$ cat src/rtl/fxs_pkg.sv
package fxs_pkg;
  typedef enum logic [1:0] {
    OP_CALL = 2'd0,
    OP_RETF = 2'd1,
    OP_IRET = 2'd2,
    OP_NONE = 2'd3
  } fx_op_e;

  typedef enum logic [3:0] {
    S_IDLE,
    S_CHECK,
    S_PUSH_CS,
    S_PUSH_IP,
    S_POP_IP,
    S_POP_CS,
    S_POP_FL,
    S_COMMIT,
    S_FAULT
  } fx_state_e;
endpackage

$ cat src/rtl/fxs_rst_sync.sv
module fxs_rst_sync #(
  parameter int STAGES = 2
) (
  input  logic clk,
  input  logic rst_n,
  output logic rst_sync_n
);
  logic [STAGES-1:0] chain_q;

  always_ff @(posedge clk or negedge rst_n) begin
    if (!rst_n) chain_q <= '0;
    else        chain_q <= {chain_q[STAGES-2:0], 1'b1};
  end

  assign rst_sync_n = chain_q[STAGES-1];
endmodule

$ cat src/rtl/fxs_ctrl.sv
module fxs_ctrl
  import fxs_pkg::*;
(
  input  logic      clk,
  input  logic      rst_n,
  input  logic      start,
  input  logic [1:0] op_i,
  input  logic      mem_rdy,
  input  logic      ip_ok,
  output fx_state_e state,
  output fx_op_e    op_q,
  output logic      accept,
  output logic      hs,
  output logic      mem_req,
  output logic      mem_we,
  output logic      done_q,
  output logic      fault_q
);
  fx_state_e state_d;
  fx_op_e    op_d;
  logic      done_d, fault_d;

  always_comb begin
    state_d = state;
    accept  = 1'b0;
    unique case (state)
      S_IDLE: begin
        if (start && (fx_op_e'(op_i) != OP_NONE)) begin
          accept  = 1'b1;
          state_d = (fx_op_e'(op_i) == OP_CALL) ? S_CHECK : S_POP_IP;
        end
      end
      S_CHECK: begin
        if (!ip_ok)                 state_d = S_FAULT;
        else if (op_q == OP_CALL)   state_d = S_PUSH_CS;
        else                        state_d = S_COMMIT;
      end
      S_PUSH_CS: if (mem_rdy) state_d = S_PUSH_IP;
      S_PUSH_IP: if (mem_rdy) state_d = S_COMMIT;
      S_POP_IP:  if (mem_rdy) state_d = S_POP_CS;
      S_POP_CS:  if (mem_rdy) state_d = (op_q == OP_IRET) ? S_POP_FL : S_CHECK;
      S_POP_FL:  if (mem_rdy) state_d = S_CHECK;
      S_COMMIT:  state_d = S_IDLE;
      S_FAULT:   state_d = S_IDLE;
      default:   state_d = S_IDLE;
    endcase
  end

  assign mem_req = (state == S_PUSH_CS) || (state == S_PUSH_IP) ||
                   (state == S_POP_IP)  || (state == S_POP_CS)  || (state == S_POP_FL);
  assign mem_we  = (state == S_PUSH_CS) || (state == S_PUSH_IP);
  assign hs      = mem_req && mem_rdy;

  always_comb begin
    op_d    = accept ? fx_op_e'(op_i) : op_q;
    done_d  = (state == S_COMMIT) || (state == S_FAULT);
    fault_d = (state == S_FAULT);
  end

  always_ff @(posedge clk or negedge rst_n) begin
    if (!rst_n) begin
      state   <= S_IDLE;
      op_q    <= OP_CALL;
      done_q  <= 1'b0;
      fault_q <= 1'b0;
    end else begin
      state   <= state_d;
      op_q    <= op_d;
      done_q  <= done_d;
      fault_q <= fault_d;
    end
  end

  AST_FAULT_WITH_DONE: assert property (@(posedge clk) disable iff (!rst_n)
    fault_q |-> done_q);
  AST_DONE_ONE_CYCLE: assert property (@(posedge clk) disable iff (!rst_n)
    done_q |=> !done_q);
  AST_CS_BEFORE_IP: assert property (@(posedge clk) disable iff (!rst_n)
    (state == S_PUSH_IP) |-> ($past(state) == S_PUSH_CS || $past(state) == S_PUSH_IP));
endmodule

$ cat src/rtl/fxs_data.sv
module fxs_data
  import fxs_pkg::*;
#(
  parameter int WORD_W = 16,
  parameter int ESP_W  = 2 * WORD_W
) (
  input  logic              clk,
  input  logic              rst_n,
  input  fx_state_e         state,
  input  fx_op_e            op_q,
  input  logic              accept,
  input  logic              hs,
  input  logic              mem_req,
  input  logic              mem_rdy,
  input  logic [WORD_W-1:0] tgt_cs,
  input  logic [WORD_W-1:0] tgt_ip,
  input  logic [WORD_W-1:0] cur_cs,
  input  logic [WORD_W-1:0] cur_ip,
  input  logic [ESP_W-1:0]  cur_esp,
  input  logic [WORD_W-1:0] cur_flags,
  input  logic [WORD_W-1:0] imm,
  input  logic              stk32,
  input  logic [WORD_W-1:0] cs_limit,
  input  logic [WORD_W-1:0] mem_rdata,
  output logic [WORD_W-1:0] mem_addr,
  output logic [WORD_W-1:0] mem_wdata,
  output logic              ip_ok,
  output logic [WORD_W-1:0] new_cs,
  output logic [WORD_W-1:0] new_ip,
  output logic [ESP_W-1:0]  new_esp,
  output logic [WORD_W-1:0] new_flags
);
  localparam int              STEP_B = WORD_W / 8;
  localparam logic [WORD_W-1:0] STEP = WORD_W'(STEP_B);
  localparam int              HI_W   = ESP_W - WORD_W;

  logic [WORD_W-1:0] tcs_q, tip_q, imm_q, lim_q, ocs_q, oip_q, ofl_q;
  logic [ESP_W-1:0]  oesp_q;
  logic              stk_q;
  logic [WORD_W-1:0] sp_q, sp_d;
  logic [WORD_W-1:0] pip_q, pcs_q, pfl_q;
  logic              is_push;

  // operand capture
  always_ff @(posedge clk or negedge rst_n) begin
    if (!rst_n) begin
      tcs_q <= '0; tip_q <= '0; imm_q <= '0; lim_q <= '0;
      ocs_q <= '0; oip_q <= '0; ofl_q <= '0; oesp_q <= '0; stk_q <= 1'b0;
    end else if (accept) begin
      tcs_q <= tgt_cs;  tip_q <= tgt_ip;  imm_q <= imm;  lim_q <= cs_limit;
      ocs_q <= cur_cs;  oip_q <= cur_ip;  ofl_q <= cur_flags;
      oesp_q <= cur_esp; stk_q <= stk32;
    end
  end

  // speculative stack offset
  assign is_push = (state == S_PUSH_CS) || (state == S_PUSH_IP);

  always_comb begin
    sp_d = sp_q;
    if (accept)             sp_d = cur_esp[WORD_W-1:0];
    else if (hs && is_push) sp_d = sp_q - STEP;
    else if (hs)            sp_d = sp_q + STEP;
  end

  always_ff @(posedge clk or negedge rst_n) begin
    if (!rst_n) sp_q <= '0;
    else        sp_q <= sp_d;
  end

  assign mem_addr  = is_push ? (sp_q - STEP) : sp_q;
  assign mem_wdata = (state == S_PUSH_CS) ? ocs_q : oip_q;

  // popped words
  always_ff @(posedge clk or negedge rst_n) begin
    if (!rst_n) begin
      pip_q <= '0; pcs_q <= '0; pfl_q <= '0;
    end else if (hs) begin
      if (state == S_POP_IP) pip_q <= mem_rdata;
      if (state == S_POP_CS) pcs_q <= mem_rdata;
      if (state == S_POP_FL) pfl_q <= mem_rdata;
    end
  end

  assign ip_ok = ((op_q == OP_CALL) ? tip_q : pip_q) <= lim_q;

  // result values
  logic [ESP_W-1:0]  base_esp, fin_esp;
  logic [WORD_W-1:0] fin_cs, fin_ip, fin_fl;
  logic              ld_commit, ld_fault;

  always_comb begin
    base_esp = {oesp_q[ESP_W-1:WORD_W], sp_q};
    fin_esp  = base_esp;
    if (op_q == OP_RETF) begin
      if (stk_q) fin_esp = base_esp + {{HI_W{1'b0}}, imm_q};
      else       fin_esp = {oesp_q[ESP_W-1:WORD_W], sp_q + imm_q};
    end
    fin_cs = (op_q == OP_CALL) ? tcs_q : pcs_q;
    fin_ip = (op_q == OP_CALL) ? tip_q : pip_q;
    fin_fl = (op_q == OP_IRET) ? pfl_q : ofl_q;
  end

  assign ld_commit = (state == S_COMMIT);
  assign ld_fault  = (state == S_FAULT);

  always_ff @(posedge clk or negedge rst_n) begin
    if (!rst_n) begin
      new_cs <= '0; new_ip <= '0; new_esp <= '0; new_flags <= '0;
    end else if (ld_commit) begin
      new_cs <= fin_cs; new_ip <= fin_ip; new_esp <= fin_esp; new_flags <= fin_fl;
    end else if (ld_fault) begin
      new_cs <= ocs_q; new_ip <= oip_q; new_esp <= oesp_q; new_flags <= ofl_q;
    end
  end

  AST_HOLD_WHILE_WAIT: assert property (@(posedge clk) disable iff (!rst_n)
    (mem_req && !mem_rdy) |=> ($stable(mem_addr) && $stable(mem_wdata)));
  AST_PUSH_STEP: assert property (@(posedge clk) disable iff (!rst_n)
    (hs && is_push) |=> (sp_q == $past(sp_q) - STEP));
  AST_NO_PUSH_OVER_LIMIT: assert property (@(posedge clk) disable iff (!rst_n)
    (hs && is_push) |-> (tip_q <= lim_q));
endmodule

$ cat src/rtl/rm_far_seq.sv
module rm_far_seq
  import fxs_pkg::*;
#(
  parameter int WORD_W = 16,
  parameter int ESP_W  = 2 * WORD_W
) (
  input  logic              clk,
  input  logic              rst_n,
  input  logic              start,
  input  logic [1:0]        op,
  input  logic [WORD_W-1:0] tgt_cs,
  input  logic [WORD_W-1:0] tgt_ip,
  input  logic [WORD_W-1:0] cur_cs,
  input  logic [WORD_W-1:0] cur_ip,
  input  logic [ESP_W-1:0]  cur_esp,
  input  logic [WORD_W-1:0] cur_flags,
  input  logic [WORD_W-1:0] imm,
  input  logic              stk32,
  input  logic [WORD_W-1:0] cs_limit,
  output logic              mem_req,
  output logic              mem_we,
  output logic [WORD_W-1:0] mem_addr,
  output logic [WORD_W-1:0] mem_wdata,
  input  logic [WORD_W-1:0] mem_rdata,
  input  logic              mem_rdy,
  output logic [WORD_W-1:0] new_cs,
  output logic [WORD_W-1:0] new_ip,
  output logic [ESP_W-1:0]  new_esp,
  output logic [WORD_W-1:0] new_flags,
  output logic              done,
  output logic              fault
);
  logic      rst_s_n;
  fx_state_e state;
  fx_op_e    op_q;
  logic      accept, hs, ip_ok;

  fxs_rst_sync #(.STAGES(2)) u_rst (
    .clk(clk), .rst_n(rst_n), .rst_sync_n(rst_s_n)
  );

  fxs_ctrl u_ctrl (
    .clk(clk), .rst_n(rst_s_n), .start(start), .op_i(op), .mem_rdy(mem_rdy),
    .ip_ok(ip_ok), .state(state), .op_q(op_q), .accept(accept), .hs(hs),
    .mem_req(mem_req), .mem_we(mem_we), .done_q(done), .fault_q(fault)
  );

  fxs_data #(.WORD_W(WORD_W), .ESP_W(ESP_W)) u_data (
    .clk(clk), .rst_n(rst_s_n), .state(state), .op_q(op_q), .accept(accept),
    .hs(hs), .mem_req(mem_req), .mem_rdy(mem_rdy),
    .tgt_cs(tgt_cs), .tgt_ip(tgt_ip), .cur_cs(cur_cs), .cur_ip(cur_ip),
    .cur_esp(cur_esp), .cur_flags(cur_flags), .imm(imm), .stk32(stk32),
    .cs_limit(cs_limit), .mem_rdata(mem_rdata), .mem_addr(mem_addr),
    .mem_wdata(mem_wdata), .ip_ok(ip_ok), .new_cs(new_cs), .new_ip(new_ip),
    .new_esp(new_esp), .new_flags(new_flags)
  );

  AST_WRITE_ONLY_ON_CALL: assert property (@(posedge clk) disable iff (!rst_s_n)
    (mem_req && mem_we) |-> (op_q == OP_CALL));
endmodule

$ cat config.mk
export PLATFORM = sky130hd
export DESIGN_NAME = rm_far_seq
export DESIGN_NICKNAME = d
export VERILOG_FILES = /design/src/rtl/fxs_pkg.sv /design/src/rtl/fxs_rst_sync.sv /design/src/rtl/fxs_ctrl.sv /design/src/rtl/fxs_data.sv /design/src/rtl/rm_far_seq.sv
export SDC_FILE = /design/constraint.sdc
export NUM_CORES = 1
export LEC_CHECK = 0
export BUFFER_PORTS_ARGS = -buffer_cell sky130_fd_sc_hd__buf_2
export CAP_MARGIN = 20
export CORE_MARGIN = 3
export CORE_UTILIZATION = 27
export DETAILED_ROUTE_END_ITERATION = 10
export GPL_TIMING_DRIVEN = 0
export MAX_ROUTING_LAYER = met4
export SLEW_MARGIN = 20
export SYNTH_ARGS = -nofsm -noshare
export SYNTH_HDL_FRONTEND = slang
export SYNTH_SLANG_ARGS = --single-unit
$ cat constraint.sdc
create_clock -name clk -period 23.2 [get_ports clk]
set_clock_uncertainty 0.15 [all_clocks]
set_input_delay 3.48 -clock clk [delete_from_list [all_inputs] [get_ports clk]]
set_output_delay 3.48 -clock clk [all_outputs]
set_load 0.005 [all_outputs]
# ---- Word-level counts from Yosys, hierarchy flattened
# Cells that the tools add are included.
dict set report word_totals {
  ff_bits 299
  inputBits 167
  output_inout_bits 116
  word_cells 92
}
dict set report op_classes {
  addsub 4
  order_cmp 1
  n_eq_ne 17
  muxes 31
  n_reduce_logical 17
}
# cell count
set op_table {}
lappend op_table {{two-way mux 16 bit} 14}
lappend op_table {{two-way mux 32 bit} 4}
lappend op_table {{adder 32 x 16 -> 32 bit} 1}
lappend op_table {{two-way mux 4 bit} 7}
lappend op_table {{one-hot mux 4 bit (7 select lines)} 1}
lappend op_table {{adder 16 bit} 1}
lappend op_table {{adder 16 x 2 -> 16 bit, second input constant} 1}
lappend op_table {{equality test 4 x 3 -> 1 bit, second input constant} 4}
lappend op_table {{<= comparator 16 bit} 1}
lappend op_table {{subtractor 16 x 2 -> 16 bit, second input constant} 1}
lappend op_table {{inequality test 2 bit, second input constant} 6}
lappend op_table {{two-way mux 3 bit} 3}
lappend op_table {{equality test 4 x 2 -> 1 bit, second input constant} 2}
lappend op_table {{AND reduction 2 bit} 3}
lappend op_table {{AND reduction 6 bit} 1}
lappend op_table {{logical OR 1 bit} 5}
lappend op_table {{equality test 4 x 1 -> 1 bit, second input constant} 1}
lappend op_table {{equality test 4 bit, second input constant} 1}
lappend op_table {{logical NOT 2 bit} 2}
lappend op_table {{logical NOT 4 bit} 1}
lappend op_table {{logical AND 1 bit} 3}
lappend op_table {{nonzero test 3 bit} 1}
lappend op_table {{equality test 2 x 1 -> 1 bit, second input constant} 1}
lappend op_table {{equality test 2 bit, second input constant} 1}
lappend op_table {{3 further kinds} 4}

# ---- Logic depth before layout (Yosys ltp)
# Gate-level depths: netlist (run 1).
dict set report depth {
  ltp_word 9
  ltp_mapped 12
  ltp_nobuf 10
}

# ---- Cells and area by module
# Synthesis (run 1) repeated with hierarchy kept, for this count alone.
dict set report unflattened {
  cells_unflattened 1269
  hier_area_um2 14478.9
}
# mod n_inst cells_per_inst area_each_um2 seq_area_each_um2
set modules_own_cells {}
lappend modules_own_cells {fxs_data 1 1215 13917.1 7231.9}
lappend modules_own_cells {fxs_ctrl 1 51 508.0 200.2}
lappend modules_own_cells {fxs_rst_sync 1 3 53.8 50.0}

# ---- Least setup slack after synthesis (run 1)
# OpenSTA, ideal clock, no wires.
dict set report synth_path {
  path_type {register to output}
  from {reg u_ctrl.state[3]}
  to {out mem_wdata[10]}
  arrival_ns 1.832
  t_required_ns 19.570
  path_slack_ns 17.738
  stages_incl_launch_ff 7
  path_buffers 2
  cell_sequence {dfrtp_1 > buf_2 > nor2_1 > nand2_1 > nor2_1 > buf_2 > mux2_2}
}
dict set report synth_via {
  elab_chain_len 2
}
# item line
set synth_lines {}
lappend synth_lines {{start: declaration} fxs_ctrl.sv:10} ;# output fx_state_e state,
lappend synth_lines {{start signal: assignment} fxs_ctrl.sv:67} ;# state <= state_d;
lappend synth_lines {{equality test 4 x 2 -> 1 bit} fxs_data.sv:72} ;# assign mem_wdata = (state == S_PUSH_CS) ? ocs_q : oip_q;
lappend synth_lines {{two-way mux 16 bit} fxs_data.sv:72}
lappend synth_lines {{end: declaration} rm_far_seq.sv:23} ;# output logic [WORD_W-1:0] mem_wdata,
# Every way passes these cells.

# ---- Worst setup path after layout (run 1)
# Ends and elaborated chain as after synthesis.

==> results of run 1 <==
-- logic make-up after synthesis --
kind of cell,count (synthesis),synth area share
multiplexers,102,0.0766
AND/OR/NAND/NOR,726,0.206
adder cells (fa/ha/maj),35,0.0305
AO/OA/AOI/OAI,274,0.113
other,1,0.000256
buffers and inverters,126,0.0343
flip-flops,299,0.512
XOR/XNOR,46,0.0276
-- through the flow --
stage / cell area, um2 / hold WS [ns]
floorplan: 14600 / 0.181
global placement: 16900 / 0.186
detailed placement: 17100 / 0.185
CTS: 18200 / 0.190
global route: 18200 / 0.205
finish: 18200 / 0.169
-- power breakdown --
group          internal, uW  switching [uW]
Combinational           446             659
Sequential              756             180
Clock                   329             235
-- worst reg2reg max path, cell delays in order (launching register included) --
cell,delay (ns)
dfrtp_1,0.39
clkbuf_1,0.23
nor2_1,0.46
clkbuf_1,0.56
mux2_2,0.44
ha_1,0.30
a21o_1,0.16
a21o_1,0.18
a21oi_1,0.19
nand2_1,0.08
o31ai_1,0.38
and2_1,0.22
a221o_1,0.14
-- layout make-up --
class	instances	area [um2]
multi-input cells	1184	6650
clock buffers	53	1060
clock inverters	9	93.8
inverters	28	105
repair buffers	289	1570
plain buffers	98	397
flip-flops and latches	299	7490
well taps	688	861
diodes	9	22.5
fillers	5496	34800
-- worst max-delay path by stage --
stage	cells after the start	to	slack, ns
floorplan	0	u_ctrl.done_q	14.10
CTS	7	mem_wdata[10]	16.20
global route	7	mem_wdata[10]	16.04
global placement	0	u_data.new_esp[18]	10.48
finish	7	mem_wdata[10]	16.19
detailed placement	7	mem_wdata[10]	16.80
-- metal layers --
| layer | up-vias | routed length (um) | track usage |
|---|---|---|---|
| met3 | 69 | 4930 | 0.0583 |
| met1 | 6297 | 24500 | 0.259 |
| met2 | 467 | 26200 | 0.321 |
| met4 | 0 | 1290 | 0.0555 |
| li1 | 6073 | - | - |
| met5 | - | 0 | - |
-- sequential cells by signal, summed over array words and instances, names as in the netlist, 4 cells and up --
name,cells
u_data.new_esp,32
u_data.oesp_q,32
u_data.imm_q,16
u_data.lim_q,16
u_data.new_cs,16
u_data.new_flags,16
u_data.new_ip,16
u_data.ocs_q,16
u_data.ofl_q,16
u_data.oip_q,16
u_data.pcs_q,16
u_data.pfl_q,16
u_data.pip_q,16
u_data.sp_q,16
u_data.tcs_q,16
u_data.tip_q,16
u_ctrl.state,4
-- cell usage in the layout, fill, tap and decap left out, types with 10 or more instances in the layout --
cell       count
a21o_1        16
a21oi_1       81
a22oi_1       23
a31oi_1       11
and3_1        14
buf_2        297
clkbuf_1      84
clkbuf_16     36
clkbuf_8      10
dfrtp_1      298
ha_1          34
inv_1         26
mux2_2        79
mux2i_1       23
nand2_1      565
nand3_1       23
nand4_1       15
nor2_1        54
o21ai_0       92
xnor2_1       30
xor2_1        16
==> impl_metrics.csv, run 1 <==
group,metric,value,unit
floorplan,coreArea,53100,um2
critical_path,reg2reg_slack,19.25,ns
placed_design,place.port_buffers,282,
drt,first_pass_iters,5,
pwr,power_density,143,nW/um2
timing,max_slew_margin,0.374,
synth,syn-num-nets,1811,
placed_design,dp.final_hpwl,44800,um
synth,ys.flop_type,"dfrtp_1",
clocking,clk_pin_slew,0.06,ns
drt,ant_nets,0,
pwr,peakVddDrop,0.0735,mV
clocking,cts_buffer_depth,3,
critical_path,crit_path_top_delay_cell,"nor2_1",
floorplan,io_pins,283,
synth,syn_area,14600,um2
clocking,clk_latency,0.56,ns
critical_path,cp_common_cell,"buf_2",
critical_path,worstSetupStartpoint,"u_ctrl.state[3]",
floorplan,row_count,84,
placed_design,post-place-ws,16.80,ns
finish,area_growth,24.7,%
drt,drt-total-wl,57000,um
synth,syn_inst,1609,
timing,tns,0,ns
floorplan,die-area,57000,um2
synth,synth_cell_types,64,
synth,synth-seq-cells,299,
timing,rsz0062_at_grt,"false",
global_routing,grt_pass1_wl,84200,um
synth,ys_warn_count,0,
global_routing,grt_use_total,0.204,
clocking,cts_setup_buffers,0,
synth,synth_top_area_share,0.512,
critical_path,critPathLaunchType,"flop",
drt,vias_per_cell,4.86,
global_routing,overflow,0,
clocking,clock_tree.root_cell,"clkbuf_16",
floorplan,die_y,239,um
finish,stdcell_count,2657,
run_status,status,"complete, no violations",
pwr,total_power,2600,uW
clocking,ctsResizeCount,0,
clocking,cts_buffers,35,
clocking,cts_hold_buf,0,
critical_path,reg2reg_depth,12,
timing,timing.fmax,0.143,GHz
pwr,p_leak,0.00902,uW
timing,hold_viol,0,
placed_design,dp.cells,2586,
drt,drc_errors,0,
timing,drv_slew,0,
min_path,hp-class,"flop to async pin",
critical_path,crit_family,"simple AND/OR/NAND/NOR gates",
critical_path,cp-end-kind,"primary output",
timing,period_minus_slack,7.01,ns
synth,yosysMostFrequentCell,"nand2_1",
clocking,cts_tree,"yes",
critical_path,cp_max_fo,10,
floorplan,initial_core_util,0.276,
synth,yosys-top-cells-area,"dfrtp_1 51%, nand2_1 15%, mux2_2 6.1%, o21ai_0 3.1%, ha_1 2.9%",
floorplan,die_x,239,um
finish,post-route-util,0.344,
global_routing,grt_max_degree,53,
finish,fin_nets,2137,
synth,synth_edf_count,0,
timing,finalSetupViolations,0,
critical_path,cp.arrival,3.38,ns
global_routing,grt_pass1_vias,13034,
drt,vias,12906,
synth,synth.avg_cell_area,9.09,um2
global_routing,antenna_found_initial,7,
finish,drive_gt1_frac,0.232,
clocking,cts.sinks,299,
synth,synth_common_cells,"565 x nand2_1, 299 x dfrtp_1, 92 x o21ai_0",
critical_path,worstPathRequired,19.57,ns
critical_path,regToRegStartpoint,"u_ctrl.op_q[0]",
drt,drt-initial-drc-count,887,
critical_path,path_cells,"buf_2 > nor2_1 > nand2_1 > nor2_1 > buf_2 > mux2_2 > buf_2",
drt,wl_per_cell,21.4,um
clocking,htree_levels,2,
placed_design,gp_congestion,0.904,
synth,yosysTopAreaCell,"dfrtp_1",
timing,worst_slew_pin_slew,0.935,ns
critical_path,r2r_end,"u_ctrl.state[0]",
flow_run,drv_cap,0,
timing,finalCritPeriodShare,0.302,
timing,worst_slack,16.19,ns
critical_path,critPathBufInv,3,
synth,async_flop_share,1.00,
critical_path,path_class,"flop to primary output",
synth,yosysSeqAreaShare,0.512,
critical_path,crit_path_max_incr_delay,0.71,ns
No activity file was read; power rests on OpenSTA's default activity.
==> run 2: changes to the inputs <==
- ABC_AREA: default -> 1
- clock period: 23.2 -> 5.7 ns (I/O delays scaled with it)
==> run 2 against run 1 <==
  * Hold slack improved by 0.033 ns
  * Sequential share of layout area decreased by 2.1 points
  * First-iteration DRC count increased by 34%
  * Synthesized area increased by 5.3%
  * Sequential power increased to 4.1 times the previous value
  * Synthesized cell count increased by 26%
  * Cell area increased by 5.4%
  * Critical path depth increased by 2
  * Non-clock buffer count increased by 3
  * Register-to-register slack got worse by 17 ns
  * Critical path type unchanged
  * Largest cell class unchanged
  * Largest power group unchanged
==> impl_metrics.csv, run 2 <==
group,metric,value,unit
finish,final_cell_mix,"662 x nand2_1, 317 x buf_2, 298 x dfrtp_1",
pwr,p_leak,0.00974,uW
global_routing,overflow,0,
critical_path,crit_path_top_delay_cell,"dfrtp_1",
finish,fin_nets,2564,
clocking,clk_latency,0.58,ns
synth,syn-num-nets,2236,
synth,synth.avg_cell_area,7.57,um2
critical_path,crit_family,"simple AND/OR/NAND/NOR gates",
synth,async_flop_share,1.00,
critical_path,path_cells,"clkbuf_1 > inv_1 > ha_1 > nand2_1 > nor2_1 > nand3_1 > nor3_1 > xor2_1 > buf_2",
placed_design,dp.cells,3070,
timing,timing.fmax,0.258,GHz
clocking,clk_pin_slew,0.06,ns
critical_path,path_class,"flop to primary output",
timing,drv_slew,0,
drt,drt-total-wl,59600,um
floorplan,io_pins,283,
finish,area_growth,24.8,%
pwr,peakVddDrop,0.235,mV
placed_design,gp_congestion,0.901,
clocking,cts_buffer_depth,3,
critical_path,cp_max_fo,8,
drt,vias,14909,
clocking,clock_tree.root_cell,"clkbuf_16",
synth,yosysSeqAreaShare,0.486,
critical_path,worstPathRequired,4.70,ns
global_routing,antenna_found_initial,1,
timing,worst_slew_pin_slew,0.775,ns
finish,mostFrequentLayoutCell,"nand2_1",
timing,hold_viol,0,
synth,syn_area,15400,um2
placed_design,place.port_buffers,282,
drt,wl_per_cell,19.0,um
min_path,hp-class,"flop to flop",
finish,top_regs,"u_data.new_esp: 32 flops, u_data.oesp_q: 32 flops",
synth,ys.flop_type,"dfrtp_1",
clocking,cts_setup_buffers,0,
clocking,cts_tree,"yes",
floorplan,initial_core_util,0.276,
drt,vias_per_cell,4.75,
timing,finalCritPeriodShare,0.680,
finish,stdcell_count,3138,
critical_path,cp.arrival,2.87,ns
floorplan,die_x,245,um
synth,syn_inst,2034,
global_routing,grt_pass1_vias,14337,
synth,yosysTopAreaCell,"dfrtp_1",
clocking,ctsResizeCount,0,
timing,tns,0,ns
synth,ys_warn_count,0,
drt,drc_errors,0,
run_status,status,"complete, no violations",
drt,first_pass_iters,5,
global_routing,grt_use_total,0.201,
synth,synth-seq-cells,299,
timing,finalSetupViolations,0,
clocking,cts_buffers,37,
timing,period_minus_slack,3.88,ns
floorplan,coreArea,55700,um2
floorplan,row_count,86,
synth,synth_top_area_share,0.486,
pwr,power_density,598,nW/um2
clocking,htree_levels,2,
critical_path,crit_path_max_incr_delay,0.46,ns
drt,ant_nets,0,
global_routing,grt_pass1_wl,88500,um
timing,rsz0062_at_grt,"false",
synth,synth_common_cells,"662 x nand2_1, 299 x dfrtp_1, 261 x o21ai_0",
finish,n_antenna_cell,0,
synth,yosys-top-cells-area,"dfrtp_1 49%, nand2_1 16%, o21ai_0 8.5%, inv_1 5.2%, nand3_1 4.7%",
timing,max_slew_margin,0.483,
finish,drive_gt1_frac,0.173,
flow_run,drv_cap,0,
synth,yosysMostFrequentCell,"nand2_1",
critical_path,critPathLaunchType,"flop",
floorplan,die-area,59900,um2
synth,synth_edf_count,0,
clocking,cts.sinks,299,
floorplan,die_y,245,um
critical_path,cp-end-kind,"primary output",
critical_path,critPathBufInv,3,
global_routing,grt_max_degree,52,
drt,drt-initial-drc-count,1193,
synth,synth_cell_types,44,
placed_design,dp.final_hpwl,47000,um
[run 2: per-layer routing]
metal  global-route usage  part of all wire  up-vias
li1                     -                 -     7217
met1                0.250              0.42     7103
met2                0.335              0.49      503
met3               0.0406             0.071       86
met4               0.0483             0.021        0
met5                    -                 0        -
[run 2: per-stage QoR]
step	power [uW]	hold WS [ns]	instance area, um2	utilization	setup slack [ns]
final	11500	0.202	19200	0.345	1.82
after global placement	8870	0.184	17700	0.318	-1.48
after floorplan	6900	0.181	15400	-	0.655
after detailed placement	8960	0.189	17900	0.321	2.43
after global routing	12500	0.216	19200	0.345	1.59
after CTS	11600	0.202	19200	0.345	1.80
[run 2: final timing paths]
| path | from | end | slack (ns) | depth (start not counted) |
|---|---|---|---|---|
| min reg2reg | u_rst.chain_q[0] | u_rst.chain_q[1] | 0.20 | 0 |
| min | u_rst.chain_q[0] | u_rst.chain_q[1] | 0.20 | 0 |
| max in group asynchronous | u_rst.chain_q[1] | u_data.imm_q[7] | 4.20 | 2 |
| max | u_data.sp_q[1] | mem_addr[13] | 1.82 | 9 |
| max reg2reg | u_ctrl.op_q[0] | u_ctrl.state[0] | 2.34 | 18 |
| min in group asynchronous | u_rst.chain_q[1] | u_data.new_flags[8] | 0.21 | 0 |
[run 2: where the power goes]
group          leakage (uW)  internal, uW  switching (uW)  total (uW)
combinational       0.00540          1750            3360        5110
sequential          0.00371          3110             722        3830
clock              0.000641          1520            1030        2550
total               0.00974          6390            5110       11500
[run 2: what timing repair did]
item,in CTS,in global routing
setup endpoints to repair,0,0
hold buffers,1,0
endpoints found under the hold margin,2,0
[run 2: cells by family (layout without fill, tap and decap cells)]
group / after synthesis / after routing / share of synthesized area
simple gates: 970 / 970 / 0.257
compound gates: 386 / 386 / 0.133
buf+inv: 322 / 678 / 0.0831
flops: 299 / 299 / 0.486
fa+ha+maj: 35 / 35 / 0.0289
xor+xnor: 21 / 21 / 0.0119
other cells: 1 / 1 / 0.000244
[run 2: worst register-to-register path: cells and delay by family (launching register included)]
family                     cells  cell delay (ns)
adders and majority gates      1             0.34
and+or+nand+nor               13             1.42
DFF                            1             0.40
buffers and inverters          3             0.49
AOI/OAI and AO/OA              1             0.50
[run 2: final cells by class]
| type | instances | area, um2 |
|---|---|---|
| well taps | 748 | 936 |
| repair buffers | 289 | 1570 |
| flip-flops and latches | 299 | 7490 |
| fillers | 6091 | 36500 |
| plain buffers | 101 | 450 |
| multi-input cells | 1413 | 6640 |
| clock buffers | 48 | 1030 |
| clock inverters | 19 | 288 |
| inverters | 221 | 830 |
